File: src/rtl/prio_intc_pkg.sv
package prio_intc_pkg;

    localparam int NUM_LVL = 8;
    localparam int LVL_W   = $clog2(NUM_LVL);
    localparam int BYTE_W  = 8;
    localparam int BASE_W  = BYTE_W - LVL_W;

    typedef enum logic [1:0] {
        CFG_RUN,
        CFG_BASE,
        CFG_CASC,
        CFG_MODE
    } cfg_st_e;

    typedef struct packed {
        cfg_st_e             st;
        logic                single;
        logic                want_mode;
        logic [BASE_W-1:0]   base;
        logic [BYTE_W-1:0]   casc;
        logic [BYTE_W-1:0]   mask;
        logic                sel_isr;
        logic                poll_arm;
    } cfg_t;

    typedef struct packed {
        logic [NUM_LVL-1:0]  isr;
        logic                phase;
        logic [LVL_W-1:0]    lvl;
        logic                drive;
        logic                owned;
    } ack_t;

endpackage

File: src/rtl/prio_intc_regs.sv
module prio_intc_regs
    import prio_intc_pkg::*;
(
    input  logic                clk,
    input  logic                rst_n,
    input  logic                wr_en,
    input  logic                rd_en,
    input  logic                a0,
    input  logic [BYTE_W-1:0]   wdata,
    output logic                init_clr_o,
    output logic                eoi_o,
    output logic                poll_rd_o,
    output logic                poll_arm_o,
    output logic                sel_isr_o,
    output logic [BASE_W-1:0]   base_o,
    output logic [BYTE_W-1:0]   casc_o,
    output logic [BYTE_W-1:0]   mask_o
);

    cfg_t cfg_d, cfg_q;
    logic init_clr_d, eoi_d, poll_rd_d;

    always_comb begin
        cfg_d      = cfg_q;
        init_clr_d = 1'b0;
        eoi_d      = 1'b0;
        poll_rd_d  = 1'b0;
        if (wr_en) begin
            if (!a0 && wdata[4]) begin
                // start of the command-word sequence
                cfg_d.st        = CFG_BASE;
                cfg_d.single    = wdata[1];
                cfg_d.want_mode = wdata[0];
                cfg_d.casc      = '0;
                cfg_d.sel_isr   = 1'b0;
                cfg_d.poll_arm  = 1'b0;
                init_clr_d      = 1'b1;
            end else if (a0) begin
                unique case (cfg_q.st)
                    CFG_BASE: begin
                        cfg_d.base = wdata[BYTE_W-1:LVL_W];
                        if (!cfg_q.single)       cfg_d.st = CFG_CASC;
                        else if (cfg_q.want_mode) cfg_d.st = CFG_MODE;
                        else                      cfg_d.st = CFG_RUN;
                    end
                    CFG_CASC: begin
                        cfg_d.casc = wdata;
                        cfg_d.st   = cfg_q.want_mode ? CFG_MODE : CFG_RUN;
                    end
                    CFG_MODE: begin
                        cfg_d.st = CFG_RUN;
                    end
                    default: begin
                        cfg_d.mask = wdata;
                    end
                endcase
            end else if (cfg_q.st == CFG_RUN) begin
                if (wdata[3]) begin
                    if (wdata[2]) cfg_d.poll_arm = 1'b1;
                    if (wdata[1]) cfg_d.sel_isr  = wdata[0];
                end else if (wdata[7:5] == 3'b001) begin
                    eoi_d = 1'b1;
                end
            end
        end else if (rd_en && !a0 && cfg_q.poll_arm) begin
            poll_rd_d      = 1'b1;
            cfg_d.poll_arm = 1'b0;
        end
    end

    always_ff @(posedge clk or negedge rst_n) begin
        if (!rst_n) begin
            cfg_q.st        <= CFG_RUN;
            cfg_q.single    <= 1'b0;
            cfg_q.want_mode <= 1'b0;
            cfg_q.base      <= '0;
            cfg_q.casc      <= '0;
            cfg_q.mask      <= '1;
            cfg_q.sel_isr   <= 1'b0;
            cfg_q.poll_arm  <= 1'b0;
        end else begin
            cfg_q <= cfg_d;
        end
    end

    assign init_clr_o = init_clr_d;
    assign eoi_o      = eoi_d;
    assign poll_rd_o  = poll_rd_d;
    assign poll_arm_o = cfg_q.poll_arm;
    assign sel_isr_o  = cfg_q.sel_isr;
    assign base_o     = cfg_q.base;
    assign casc_o     = cfg_q.casc;
    assign mask_o     = cfg_q.mask;

    AST_MASK_FROZEN_IN_INIT: assert property (@(posedge clk) disable iff (!rst_n)
        (cfg_q.st != CFG_RUN) |=> (cfg_q.mask == $past(cfg_q.mask)));

    AST_POLL_ONE_SHOT: assert property (@(posedge clk) disable iff (!rst_n)
        poll_rd_o |=> !cfg_q.poll_arm);

endmodule

File: src/rtl/prio_intc_irr.sv
module prio_intc_irr #(
    parameter int N = 8
) (
    input  logic         clk,
    input  logic         rst_n,
    input  logic [N-1:0] req_i,
    input  logic [N-1:0] clr_i,
    input  logic         flush_i,
    output logic [N-1:0] irr_o
);

    typedef struct packed {
        logic [N-1:0] prev;
        logic [N-1:0] irr;
    } irr_st_t;

    irr_st_t st_d, st_q;

    always_comb begin
        st_d      = st_q;
        st_d.prev = req_i;
        if (flush_i) begin
            st_d.irr = '0;
        end else begin
            // latch on a rising edge, hold only while the line stays high
            st_d.irr = (st_q.irr | (req_i & ~st_q.prev)) & req_i & ~clr_i;
        end
    end

    always_ff @(posedge clk or negedge rst_n) begin
        if (!rst_n) begin
            st_q <= '0;
        end else begin
            st_q <= st_d;
        end
    end

    assign irr_o = st_q.irr;

    AST_IRR_FROM_EDGE: assert property (@(posedge clk) disable iff (!rst_n)
        ((st_q.irr & ~$past(st_q.irr)) & ~$past(req_i & ~st_q.prev)) == '0);

endmodule

File: src/rtl/prio_intc_resolve.sv
module prio_intc_resolve #(
    parameter int N  = 8,
    parameter int LW = $clog2(N)
) (
    input  logic [N-1:0]  irr_i,
    input  logic [N-1:0]  mask_i,
    input  logic [N-1:0]  isr_i,
    output logic [LW-1:0] win_lvl_o,
    output logic          win_ok_o,
    output logic [LW-1:0] svc_lvl_o,
    output logic          svc_any_o
);

    logic [N-1:0]  pend;
    logic [LW-1:0] p_lvl;
    logic          p_any;

    assign pend = irr_i & ~mask_i;

    always_comb begin
        p_lvl     = '0;
        p_any     = 1'b0;
        svc_lvl_o = '0;
        svc_any_o = 1'b0;
        for (int k = N - 1; k >= 0; k--) begin
            if (pend[k]) begin
                p_lvl = LW'(k);
                p_any = 1'b1;
            end
            if (isr_i[k]) begin
                svc_lvl_o = LW'(k);
                svc_any_o = 1'b1;
            end
        end
    end

    assign win_lvl_o = p_lvl;
    assign win_ok_o  = p_any && (!svc_any_o || (p_lvl < svc_lvl_o));

endmodule

File: src/rtl/prio_intc.sv
module prio_intc
    import prio_intc_pkg::*;
(
    input  logic         clk,
    input  logic         rst_n,
    input  logic         wr_en,
    input  logic         rd_en,
    input  logic         a0,
    input  logic [7:0]   wdata,
    output logic [7:0]   rdata,
    input  logic [7:0]   irq_in,
    output logic         int_o,
    input  logic         inta_i,
    output logic [7:0]   vec_o,
    output logic         vec_vld_o,
    input  logic         is_master_i,
    input  logic [2:0]   cas_i,
    input  logic         cas_en_i,
    output logic [2:0]   cas_o,
    output logic         cas_en_o
);

    logic                init_clr, eoi, poll_rd, poll_arm, sel_isr;
    logic [BASE_W-1:0]   base;
    logic [BYTE_W-1:0]   casc, mask;
    logic [NUM_LVL-1:0]  irr, irr_clr;
    logic [LVL_W-1:0]    win_lvl, svc_lvl;
    logic                win_ok, svc_any;

    ack_t ack_d, ack_q;

    logic [NUM_LVL-1:0]  isr_set, isr_clr;
    logic                first_pulse, take_part, slv_own;
    logic [LVL_W-1:0]    rep_lvl;
    logic [BYTE_W-1:0]   poll_byte;

    prio_intc_regs u_regs (
        .clk        (clk),
        .rst_n      (rst_n),
        .wr_en      (wr_en),
        .rd_en      (rd_en),
        .a0         (a0),
        .wdata      (wdata),
        .init_clr_o (init_clr),
        .eoi_o      (eoi),
        .poll_rd_o  (poll_rd),
        .poll_arm_o (poll_arm),
        .sel_isr_o  (sel_isr),
        .base_o     (base),
        .casc_o     (casc),
        .mask_o     (mask)
    );

    prio_intc_irr #(.N(NUM_LVL)) u_irr (
        .clk     (clk),
        .rst_n   (rst_n),
        .req_i   (irq_in),
        .clr_i   (irr_clr),
        .flush_i (init_clr),
        .irr_o   (irr)
    );

    prio_intc_resolve #(.N(NUM_LVL), .LW(LVL_W)) u_resolve (
        .irr_i     (irr),
        .mask_i    (mask),
        .isr_i     (ack_q.isr),
        .win_lvl_o (win_lvl),
        .win_ok_o  (win_ok),
        .svc_lvl_o (svc_lvl),
        .svc_any_o (svc_any)
    );

    assign first_pulse = inta_i && !ack_q.phase;
    assign take_part   = is_master_i || (cas_en_i && (cas_i == casc[LVL_W-1:0]));
    assign slv_own     = is_master_i && win_ok && casc[win_lvl];
    assign rep_lvl     = win_ok ? win_lvl : LVL_W'(NUM_LVL - 1);

    always_comb begin
        ack_d   = ack_q;
        isr_set = '0;
        isr_clr = '0;
        if (first_pulse) begin
            ack_d.phase = 1'b1;
            ack_d.lvl   = rep_lvl;
            ack_d.drive = take_part && !slv_own;
            ack_d.owned = take_part && slv_own;
            if (take_part && win_ok) isr_set[win_lvl] = 1'b1;
        end else if (inta_i) begin
            ack_d.phase = 1'b0;
        end else if (poll_rd && win_ok) begin
            isr_set[win_lvl] = 1'b1;
        end
        if (eoi && svc_any) isr_clr[svc_lvl] = 1'b1;
        ack_d.isr = (ack_q.isr | isr_set) & ~isr_clr;
        if (init_clr) begin
            ack_d.isr   = '0;
            ack_d.phase = 1'b0;
            ack_d.drive = 1'b0;
            ack_d.owned = 1'b0;
        end
    end

    always_ff @(posedge clk or negedge rst_n) begin
        if (!rst_n) begin
            ack_q <= '0;
        end else begin
            ack_q <= ack_d;
        end
    end

    assign irr_clr   = isr_set;
    assign int_o     = win_ok;
    assign vec_vld_o = inta_i && ack_q.phase && ack_q.drive;
    assign vec_o     = vec_vld_o ? {base, ack_q.lvl} : '0;
    assign cas_en_o  = is_master_i &&
                       ((first_pulse && slv_own) || (ack_q.phase && ack_q.owned));
    assign cas_o     = !cas_en_o ? '0 : (ack_q.phase ? ack_q.lvl : win_lvl);
    assign poll_byte = win_ok ? {1'b1, 4'b0000, win_lvl} : 8'h07;

    always_comb begin
        rdata = '0;
        if (rd_en) begin
            if (a0)           rdata = mask;
            else if (poll_arm) rdata = poll_byte;
            else if (sel_isr)  rdata = ack_q.isr;
            else               rdata = irr;
        end
    end

    AST_ACK_SETS_ISR: assert property (@(posedge clk) disable iff (!rst_n)
        (first_pulse && take_part && win_ok && !init_clr) |=> ack_q.isr[$past(win_lvl)]);

    AST_SPURIOUS_KEEPS_ISR7: assert property (@(posedge clk) disable iff (!rst_n)
        (first_pulse && !win_ok && !eoi && !init_clr) |=> (ack_q.isr[NUM_LVL-1] == $past(ack_q.isr[NUM_LVL-1])));

    AST_EOI_CLEARS_ONE: assert property (@(posedge clk) disable iff (!rst_n)
        (eoi && (ack_q.isr != '0) && !inta_i && !poll_rd && !init_clr)
        |=> ($countones(ack_q.isr) == $past($countones(ack_q.isr)) - 1));

    AST_CAS_MASTER_ONLY: assert property (@(posedge clk) disable iff (!rst_n)
        cas_en_o |-> is_master_i);

    AST_VEC_CARRIES_BASE: assert property (@(posedge clk) disable iff (!rst_n)
        vec_vld_o |-> (vec_o[BYTE_W-1:LVL_W] == base));

    AST_INT_NEEDS_UNMASKED: assert property (@(posedge clk) disable iff (!rst_n)
        int_o |-> ((irr & ~mask) != '0));

endmodule

File: config.mk
export PLATFORM = sky130hd
export DESIGN_NAME = prio_intc
export DESIGN_NICKNAME = d
export VERILOG_FILES = /design/src/rtl/prio_intc_pkg.sv /design/src/rtl/prio_intc_regs.sv /design/src/rtl/prio_intc_irr.sv /design/src/rtl/prio_intc_resolve.sv /design/src/rtl/prio_intc.sv
export SDC_FILE = /design/constraint.sdc
export NUM_CORES = 1
export LEC_CHECK = 0
export CORE_UTILIZATION = 31
export CTS_CLUSTER_SIZE = 25
export DETAILED_ROUTE_END_ITERATION = 8
export HOLD_SLACK_MARGIN = 0.15
export PLACE_DENSITY = 0.62
export SKIP_LAST_GASP = 1
export SYNTH_ARGS = -nofsm -noshare
export SYNTH_HDL_FRONTEND = slang
export SYNTH_SLANG_ARGS = --single-unit
export TNS_END_PERCENT = 100
File: constraint.sdc
create_clock -name clk -period 7.57 [get_ports clk]
set_input_delay 0.757 -clock clk [delete_from_list [all_inputs] [get_ports clk]]
set_output_delay 0.757 -clock clk [all_outputs]
set_load 0.005 [all_outputs]
==> results of run 1 <==
layer usage:
metal / track usage / routed length, um / vias up
met4: 0.0655 / 264 / 0
li1: - / - / 1349
met3: 0.0478 / 585 / 22
met5: 0 / 0 / -
met2: 0.263 / 4150 / 93
met1: 0.245 / 4420 / 1396
critical path, stage by stage, from the launching register on:
cell             delay, ps
dfstp_2                540
and2b_4                210
nor2_1                 210
nand3_1                290
a21oi_1                270
ha_1                   300
a21oi_1                340
a21o_4                 200
a31o_2                 140
o211ai_2               160
a21oi_1                200
clkdlybuf4s50_1        520
flip-flops by register name, summed over array words and instances, names as in the netlist:
| register | count |
|---|---|
| u_regs.mask_o | 8 |
| u_regs.base_o | 5 |
| u_irr.st_q | 8 |
| u_regs.sel_isr_o | 1 |
| ack_q | 14 |
| u_regs.casc_o | 8 |
| u_regs.poll_arm_o | 1 |
| u_irr.irr_o | 8 |
| u_regs.cfg_q | 4 |
kinds of logic (layout without fill, tap and decap cells):
kind of cell	count (synthesis)	in the layout	synth area share
simple gates	120	120	0.207
compound gates	97	97	0.212
flops	57	57	0.425
buf+inv	37	88	0.0430
mux	24	24	0.0782
fa+ha+maj	7	7	0.0259
xor+xnor	3	3	0.00778
path summary, 6_finish.rpt:
check	start	to	slack, ps
min in group asynchronous	rst_n	u_irr.st_q[14]$_DFF_PN0_	540
max	u_regs.mask_o[3]$_DFFE_PN1P_	cas_o[1]	3070
min	u_regs.base_o[1]$_DFFE_PN0P_	u_regs.base_o[1]$_DFFE_PN0P_	500
max in group asynchronous	rst_n	u_irr.st_q[13]$_DFF_PN0_	6510
min reg2reg	u_regs.base_o[1]$_DFFE_PN0P_	u_regs.base_o[1]$_DFFE_PN0P_	500
max reg2reg	u_regs.mask_o[3]$_DFFE_PN1P_	ack_q[12]$_DFF_PN0_	4280
layout by cell type, fill, tap and decap left out, types with 3 or more instances in the layout:
master	n
dfrtp_1	49
nor3_1	13
ha_1	7
a31oi_1	7
nor2_1	15
and2_1	10
nor3_2	3
nand2_1	19
inv_1	22
o211a_1	3
nand3_1	16
a21oi_1	16
and2b_1	5
o221a_1	3
clkinv_2	3
nand2b_1	9
xnor2_1	3
o21ai_1	4
nor2b_1	10
mux2_2	19
o211ai_1	3
and3_1	3
a41oi_1	3
a22oi_1	4
clkbuf_8	9
mux2i_1	5
o21ai_0	25
dfstp_2	8
o21a_1	3
clkdlybuf4s50_1	47
final cells by class:
cell class,instances,area share
clock inverters,6,0.0197
repair buffers,49,0.115
flip-flops and latches,57,0.344
inverters,23,0.0206
well taps,136,0.0407
multi-input cells,251,0.429
clock buffers,10,0.0305
power by group through the flow:
stage | clock network, mW | registers, mW | logic [mW]
floorplan | 0 | 0.466 | 0.479
global placement | 0 | 0.501 | 0.630
detailed placement | 0 | 0.506 | 0.644
CTS | 0.319 | 0.502 | 0.649
global route | 0.332 | 0.518 | 0.714
finish | 0.312 | 0.504 | 0.654
==> reports/qor.csv, run 1 <==
metric,value,unit
Slew HR,0.367,
Starting Density,0.323,
WHS Path Cells,1,
GRT Residual Overflow,0,
P&R area growth vs syn,23.8,%
final setup margin,3070,ps
dpl cells,516,
initial antenna violation count,0,
drt first-iter violations,193,
part of the power in the clock network,0.212,
CP arrival,3750,ps
"Distinct cells, synth",63,
fin cells,532,
fin area,0.00418,sq mm
Core ar.,0.0105,sq mm
CP Launch Type,register,
worst path required time,6810,ps
n_diodes,0,
cell count after synthesis,345,
hold_ws,500,ps
vias in the first global route,2794,
Die X,106,um
Max-Cap Viols,0,
Buffers on Ports,48,
Resize count post-CTS,0,
Avg WL per Cell,17.7,um
DR vias,2860,
part of the power in combinational logic,0.445,
Pwr per Cell Area,352,mW/mm^2
H-tree Lvls,3,
cts hold-fix bufs,0,
RSZ-0062 raised after global routing,false,
final hold violations,0,
First-pass DRT Iterations,5,
Reg power frac,0.343,
Synth Area per Inst,9.79,sq um
vias per cell,5.38,
final net count,425,
# clock sinks,57,
GP Congestion,0.842,
Post-CTS Setup Inserts,0,
row cnt,37,
die area,0.0113,sq mm
post-route ant nets,0,
Total Routed Length,9420,um
Syn Nets,379,
gr usage total,0.177,
ys flop type,dfrtp_1,
share of layout cells above drive strength 1,0.172,
Yosys Warn Count,0,
"Worst Path Class, Setup",register to output pin,
area of the multi-input gates,0.00180,sq mm
synth cell count leaders,"dfrtp_1, o21ai_0, inv_1, mux2_2, nand2_1",
CTS Buffer Depth,2,
"EDFF count, synth",0,
Net Sw Frac,0.388,
IO Pins,49,
FILL cells,1078,
"Seq/Total Area, Yosys",0.425,
register area,0.00144,sq mm
fraction of the cycle the final worst path needs,0.595,
Clock Latency Late Sink,350,ps
Worst-path clk slew,70,ps
Worst-Margin Slew,946,ps
Seq cells post-synth,57,
Max VDD drop,148,uV
largest net degree at the start of global routing,58,
Setup TNS Final,0,ps
Post-synth ARST share,1.00,
placed cell areas,0.00397,sq mm
first-pass GRT wire length,15100,um
Internal Power,0.899,mW
"Power, Total",1.47,mW
Hold Path Class,register to register,
Tmin final,4500,ps
Synth area leader,dfrtp_1,
crit path max fanout,7,
Setup Skew,9.36,ps
outcome,"finished, final reports clean",
Synth Cell Area,0.00338,sq mm
CTS root buf,clkbuf_8,
Register-to-Register Path Depth,11,
Sw Pwr,0.571,mW
Final Setup Violations,0,
"Core Util, Final",0.400,
post-synth top area share,0.363,
final slew viol count,0,
"count leader, synth",dfrtp_1,
Die H,106,um
Pleak,1.74,nW
highest clock rate,222,MHz
top area cells in the synthesized netlist,"dfrtp_1, mux2_2, dfstp_2",
cts bufs inserted,9,
critical path endpoint category,output pin,
post-DP HPWL,6960,um
DRC viols,0,
CTS tree,done,
Setup Slack @ Placement,3460,ps
Power figures use the tool's default switching activity.
==> run 2, diff against run 1 <==
==> constraint.sdc (replaced) <==
create_clock -name clk -period 4.36 [get_ports clk]
set_input_delay 0.436 -clock clk [delete_from_list [all_inputs] [get_ports clk]]
set_output_delay 0.436 -clock clk [all_outputs]
set_load 0.005 [all_outputs]
==> run 2 against run 1 <==
Non-clock buffer count is 1 higher. Cell area decreased by 0.78%. Power grew 66%. Global-route usage fell by 0.062 points. First-iteration DRC count fell by 27%. Largest power group unchanged.
==> reports/qor.csv, run 2 (synthesized netlist as in run 1, its figures left out) <==
metric,value,unit,change
outcome,"finished, final reports clean",,
worst reg2reg path endpoint,ack_q[12]$_DFF_PN0_,,
fin cells,533,,+0.19%
GRT Residual Overflow,0,,unchanged
CP startpoint,u_regs.mask_o[2]$_DFFE_PN1P_,,
Max-Cap Viols,0,,unchanged
# clock sinks,57,,unchanged
Pwr per Cell Area,589,mW/mm^2,+68%
r2r setup slk,1200,ps,-3080 ps
hold_ws,238,ps,-262 ps
Setup Skew,9.39,ps,+0.0253 ps
initial antenna violation count,0,,unchanged
P&R area growth vs syn,22.9,%,
final slew viol count,0,,unchanged
CTS root buf,clkbuf_8,,
worst path required time,3920,ps,-2890 ps
register area,0.00144,sq mm,unchanged
First-pass DRT Iterations,5,,unchanged
post-DP HPWL,7060,um,+1.4%
CTS tree,done,,
Worst-path clk slew,70,ps,about the same
Tmin final,4080,ps,
Total Routed Length,9420,um,about the same
final hold violations,0,,unchanged
Sw Pwr,0.976,mW,+71%
H-tree Lvls,3,,unchanged
CTS Buffer Depth,2,,unchanged
Slew HR,0.506,,+0.139
Final Setup Violations,0,,unchanged
Avg WL per Cell,17.7,um,-0.23%
Buffers on Ports,48,,unchanged
CP Launch Type,register,,
highest clock rate,245,MHz,
"commonest non-fill, non-tap cell in the layout",dfrtp_1,,
Starting Density,0.323,,unchanged
gr usage total,0.177,,-0.000618
Top reg by flops,ack_q,,
Internal Power,1.47,mW,+63%
final net count,426,,+0.24%
Pleak,1.72,nW,-0.99%
die area,0.0113,sq mm,unchanged
"Worst Path Class, Setup",register to output pin,,
Worst-Margin Slew,740,ps,-207 ps
drt first-iter violations,141,,-27%
part of the power in the clock network,0.175,,-0.037
row cnt,37,,unchanged
Register-to-Register Path Depth,11,,unchanged
GP Congestion,0.835,,-0.72%
IO Pins,49,,unchanged
Setup TNS Final,0,ps,unchanged
Die H,106,um,unchanged
vias in the first global route,2778,,-0.57%
Net Sw Frac,0.399,,+0.0109
Clock Latency Late Sink,340,ps,about the same
Reg2Reg Launch Point,u_regs.mask_o[2]$_DFFE_PN1P_,,
Hold Path Class,input pin to asynchronous set/reset pin,,
part of the power in combinational logic,0.467,,+0.022
post-route ant nets,0,,unchanged
vias per cell,5.37,,-0.19%
Max VDD drop,234,uV,+59%
crit path max fanout,7,,unchanged
Post-CTS Setup Inserts,0,,unchanged
DRC viols,0,,unchanged
cts bufs inserted,9,,unchanged
RSZ-0062 raised after global routing,false,,
fraction of the cycle the final worst path needs,0.935,,
Worst Setup EP,cas_o[1],,
FILL cells,1050,,-2.6%
Core ar.,0.0105,sq mm,unchanged
dpl cells,517,,+0.19%
most frequent cells in the layout,"dfrtp_1, clkdlybuf4s50_1, o21ai_0, inv_1",,
critical path endpoint category,output pin,,
max FFs per register,14,,unchanged
n_diodes,0,,unchanged
placed cell areas,0.00398,sq mm,+0.19%
first-pass GRT wire length,15200,um,+0.92%
CP arrival,3640,ps,-110 ps
area of the multi-input gates,0.00180,sq mm,+0.21%
"Core Util, Final",0.397,,-0.00311
fin area,0.00415,sq mm,-0.78%
share of layout cells above drive strength 1,0.171,,-0.000433
largest net degree at the start of global routing,58,,unchanged
DR vias,2860,,unchanged
Reg power frac,0.358,,+0.015
Die X,106,um,unchanged
==> run 2: power by group through the flow <==
stage / clock network [mW] / registers [mW] / logic, mW
after global routing: 0.458 / 0.901 / 1.25
after CTS: 0.438 / 0.873 / 1.13
after global placement: 0 / 0.871 / 1.09
after floorplan: 0 / 0.808 / 0.832
final: 0.428 / 0.875 / 1.14
after detailed placement: 0 / 0.880 / 1.12
==> run 2: worst min path at each step <==
| stage | endpoint | cells after the start | slack [ps] |
|---|---|---|---|
| CTS | u_irr.irr_o[3]$_DFF_PN0_ | 2 | 270 |
| finish | u_irr.irr_o[3]$_DFF_PN0_ | 2 | 240 |
| detailed placement | u_regs.base_o[4]$_DFFE_PN0P_ | 1 | 490 |
| floorplan | ack_q[0]$_DFFE_PN0P_ | 0 | 140 |
| global placement | u_regs.base_o[0]$_DFFE_PN0P_ | 1 | 480 |
| global route | u_irr.st_q[11]$_DFF_PN0_ | 2 | 310 |
==> run 2: per-layer routing <==
layer,GRT usage,part of all wire
met1,0.241,0.46
met3,0.0380,0.056
met4,0.0575,0.019
met5,0,0
met2,0.277,0.47
==> run 2: worst max-delay path, stage by stage (launching register included) <==
cell	delay (ps)
dfstp_2	560
and2b_4	210
nor2_1	200
nand3_1	290
a21oi_1	280
ha_1	310
a21oi_2	250
a21o_4	180
a31o_2	140
o211ai_2	160
a21oi_1	200
clkdlybuf4s50_1	520
==> run 2: layout make-up <==
cell class	count	area share
clock inverter	3	0.00422
timing repair buffer	50	0.118
tap	136	0.0410
multi-input combinational	251	0.434
sequential	57	0.346
inverter	23	0.0208
clock buffer	13	0.0359
==> run 2: repair_timing <==
item / in CTS / in global routing
hold buffers: 0 / 0
gates resized for setup: 0 / 1
setup endpoints to repair: 0 / 4
==> run 2: stage by stage <==
step	total power, mW	worst slack [ps]
5_1_grt	2.61	56.9
4_1_cts	2.44	227
6_report	2.44	283
3_3_place_gp	1.97	648
2_1_floorplan	1.64	1420
3_5_place_dp	2.00	613
==> run 3, diff against run 2 <==
--- a/config.mk
+++ b/config.mk
@@ -5,10 +5,12 @@
 export SDC_FILE = /design/constraint.sdc
 export NUM_CORES = 1
 export LEC_CHECK = 0
+export CORE_MARGIN = 2
 export CORE_UTILIZATION = 31
 export CTS_CLUSTER_SIZE = 25
 export DETAILED_ROUTE_END_ITERATION = 8
 export HOLD_SLACK_MARGIN = 0.15
+export MAX_ROUTING_LAYER = met4
 export PLACE_DENSITY = 0.62
 export SKIP_LAST_GASP = 1
 export SYNTH_ARGS = -nofsm -noshare
==> run 3 against run 2 <==
Cell area is 0.48% higher. Hold slack got worse by 6.9 ps. Clock skew is essentially flat. First-iteration DRC count down 1.4%. Register-to-register slack better by 20 ps. Critical path depth unchanged. Non-clock buffer count did not move. Combinational power about the same. Wire length up 0.62%. Flip-flop and latch count is the same. Critical endpoint is now cas_o[2]. Largest power group unchanged. Highest routed layer unchanged.
==> reports/qor.csv, run 3 (synthesized netlist as in run 1, its figures left out) <==
metric,value,unit,change
P&R area growth vs syn,23.5,%,
gr usage total,0.179,,+0.00265
final net count,426,,unchanged
# clock sinks,57,,unchanged
Post-CTS Setup Inserts,0,,unchanged
Worst path slowest cell,dfstp_2,,
post-DP HPWL,7100,um,+0.63%
Max-Cap Viols,0,,unchanged
Max VDD drop,313,uV,+33%
GR met3 Demand/Resource,0.0488,,+0.0108
Die X,108,um,+1.9%
CP arrival,3610,ps,-30 ps
worst path required time,3920,ps,about the same
First-pass DRT Iterations,4,,-1
initial antenna violation count,1,,+1
row cnt,38,,+2.7%
Worst-path clk slew,70,ps,about the same
"commonest non-fill, non-tap cell in the layout",dfrtp_1,,
Buffers on Ports,48,,unchanged
DRC viols,0,,unchanged
Setup TNS Final,0,ps,unchanged
final hold violations,0,,unchanged
"Core Util, Final",0.388,,-0.00857
Core ar.,0.0107,sq mm,+2.7%
die area,0.0117,sq mm,+3.8%
Worst-Margin Slew,789,ps,+49.2 ps
share of layout cells above drive strength 1,0.176,,+0.00504
most frequent CP cell,a21oi_1,,
Final Setup Violations,0,,unchanged
fraction of the cycle the final worst path needs,0.929,,-0.00637
most frequent cells in the layout,"dfrtp_1, clkdlybuf4s50_1, o21ai_0, inv_1",,
Hold Path Class,input pin to asynchronous set/reset pin,,
CTS tree,done,,
Pwr per Cell Area,594,mW/mm^2,+0.84%
outcome,"finished, final reports clean",,
CP max stage delay,540,ps,-20 ps
met2 Use GR,0.269,,-0.00781
FILL cells,1105,,+5.2%
GR Layer Usage met1,0.236,,-0.00421
H-tree Lvls,3,,unchanged
"Worst Path Class, Setup",register to output pin,,
max FFs per register,14,,unchanged
CP Cell Sequence,"and2b_4, nor2_1, nand3_2, a21oi_1, ha_1, a21oi_2, a21o_4, a31o_2, o211ai_2, a21oi_1, clkdlybuf4s50_1",,
Die H,108,um,+1.9%
cell family with most CP delay,compound AO/OA/AOI/OAI gates,,
CTS root buf,clkbuf_8,,
drt first-iter violations,139,,-1.4%
RSZ-0062 raised after global routing,false,,
Total Routed Length,9480,um,+0.62%
Tmin final,4050,ps,-27.8 ps
final slew viol count,0,,unchanged
highest clock rate,247,MHz,+0.69%
Avg WL per Cell,17.6,um,-0.32%
Slew HR,0.473,,-0.0328
Top reg by flops,ack_q,,
first-pass GRT wire length,15400,um,+1.0%
Setup Skew,9.65,ps,+0.265 ps
vias per cell,5.26,,-2.0%
crit path max fanout,7,,unchanged
"Buf+Inv Stages, Crit Path",1,,unchanged
DR vias,2829,,-1.1%
GR peak layer,met2,,
critical path endpoint category,output pin,,
GRT Residual Overflow,0,,unchanged
cts hold-fix bufs,0,,unchanged
Pleak,1.74,nW,+0.77%
cts bufs inserted,9,,unchanged
Clock Latency Late Sink,350,ps,about the same
IO Pins,49,,unchanged
post-route ant nets,0,,unchanged
CTS Buffer Depth,2,,unchanged
CP Launch Type,register,,
largest net degree at the start of global routing,58,,unchanged
Starting Density,0.314,,-0.00849
vias in the first global route,2852,,+2.7%
GP Congestion,0.942,,+13%
Resize count post-CTS,0,,unchanged
==> run 3: changes by cell type in the layout (fill, tap and decap cells not counted), sizes merged <==
| cell | before | now |
|---|---|---|
| clkinv | 2 | 3 |
| diode | 0 | 1 |
| clkinvlp | 1 | 0 |
==> run 3: report_power, final <==
part	internal (mW)	switching (mW)
registers	0.716	0.160
logic	0.533	0.618
clock network	0.234	0.216
total	1.48	0.993
==> run 3: worst paths after layout <==
kind	startpoint	endpoint	slack [ps]	depth (start not counted)
setup / recovery	u_regs.mask_o[3]$_DFFE_PN1P_	cas_o[2]	310	11
hold / removal	rst_n	u_irr.st_q[9]$_DFF_PN0_	230	2
setup reg to reg	u_regs.mask_o[3]$_DFFE_PN1P_	ack_q[12]$_DFF_PN0_	1220	11
hold reg to reg	u_regs.base_o[2]$_DFFE_PN0P_	u_regs.base_o[2]$_DFFE_PN0P_	490	1
max in group asynchronous	rst_n	u_regs.casc_o[7]$_DFFE_PN0P_	3650	2
min in group clk	u_regs.base_o[2]$_DFFE_PN0P_	u_regs.base_o[2]$_DFFE_PN0P_	490	1
==> run 3: area by class of cell <==
class                   count  area, sq um  area share
multi-input cells         251         1800       0.433
repair buffers             50          490       0.118
flip-flops and latches     57         1440       0.345
diodes                      1         2.50    0.000600
clock buffers              13          159      0.0381
clock inverters             3         15.0     0.00360
well taps                 140          175      0.0420
inverters                  23         86.3      0.0207
==> run 3: per-stage QoR <==
step                setup slack [ps]  instance area, sq um  cells  power (mW)  hold slack, ps
global route                    52.1                  4170    538        2.65             297
detailed placement               544                  3980    521        2.01             485
finish                           311                  4170    538        2.48             231
global placement                 704                  3980    521        1.96             484
CTS                              149                  4160    537        2.47             251
floorplan                       1420                  3380    345        1.64             140
==> run 3: worst register-to-register path: stages, from the launching register on <==
cell and delay, ps:
dfstp_2 540, and2b_4 210, nor2_1 280, nand3_2 230
a21oi_1 250, ha_1 310, a21oi_2 270, inv_1 70
a41oi_1 210, o21ai_2 140, nor4_2 320, o221a_1 250
==> run 3: per-layer routing <==
metal | wire length [um] | part of all wire
met3 | 383 | 0.040
met4 | 165 | 0.017
met1 | 4550 | 0.48
met2 | 4380 | 0.46
met5 | 0 | 0
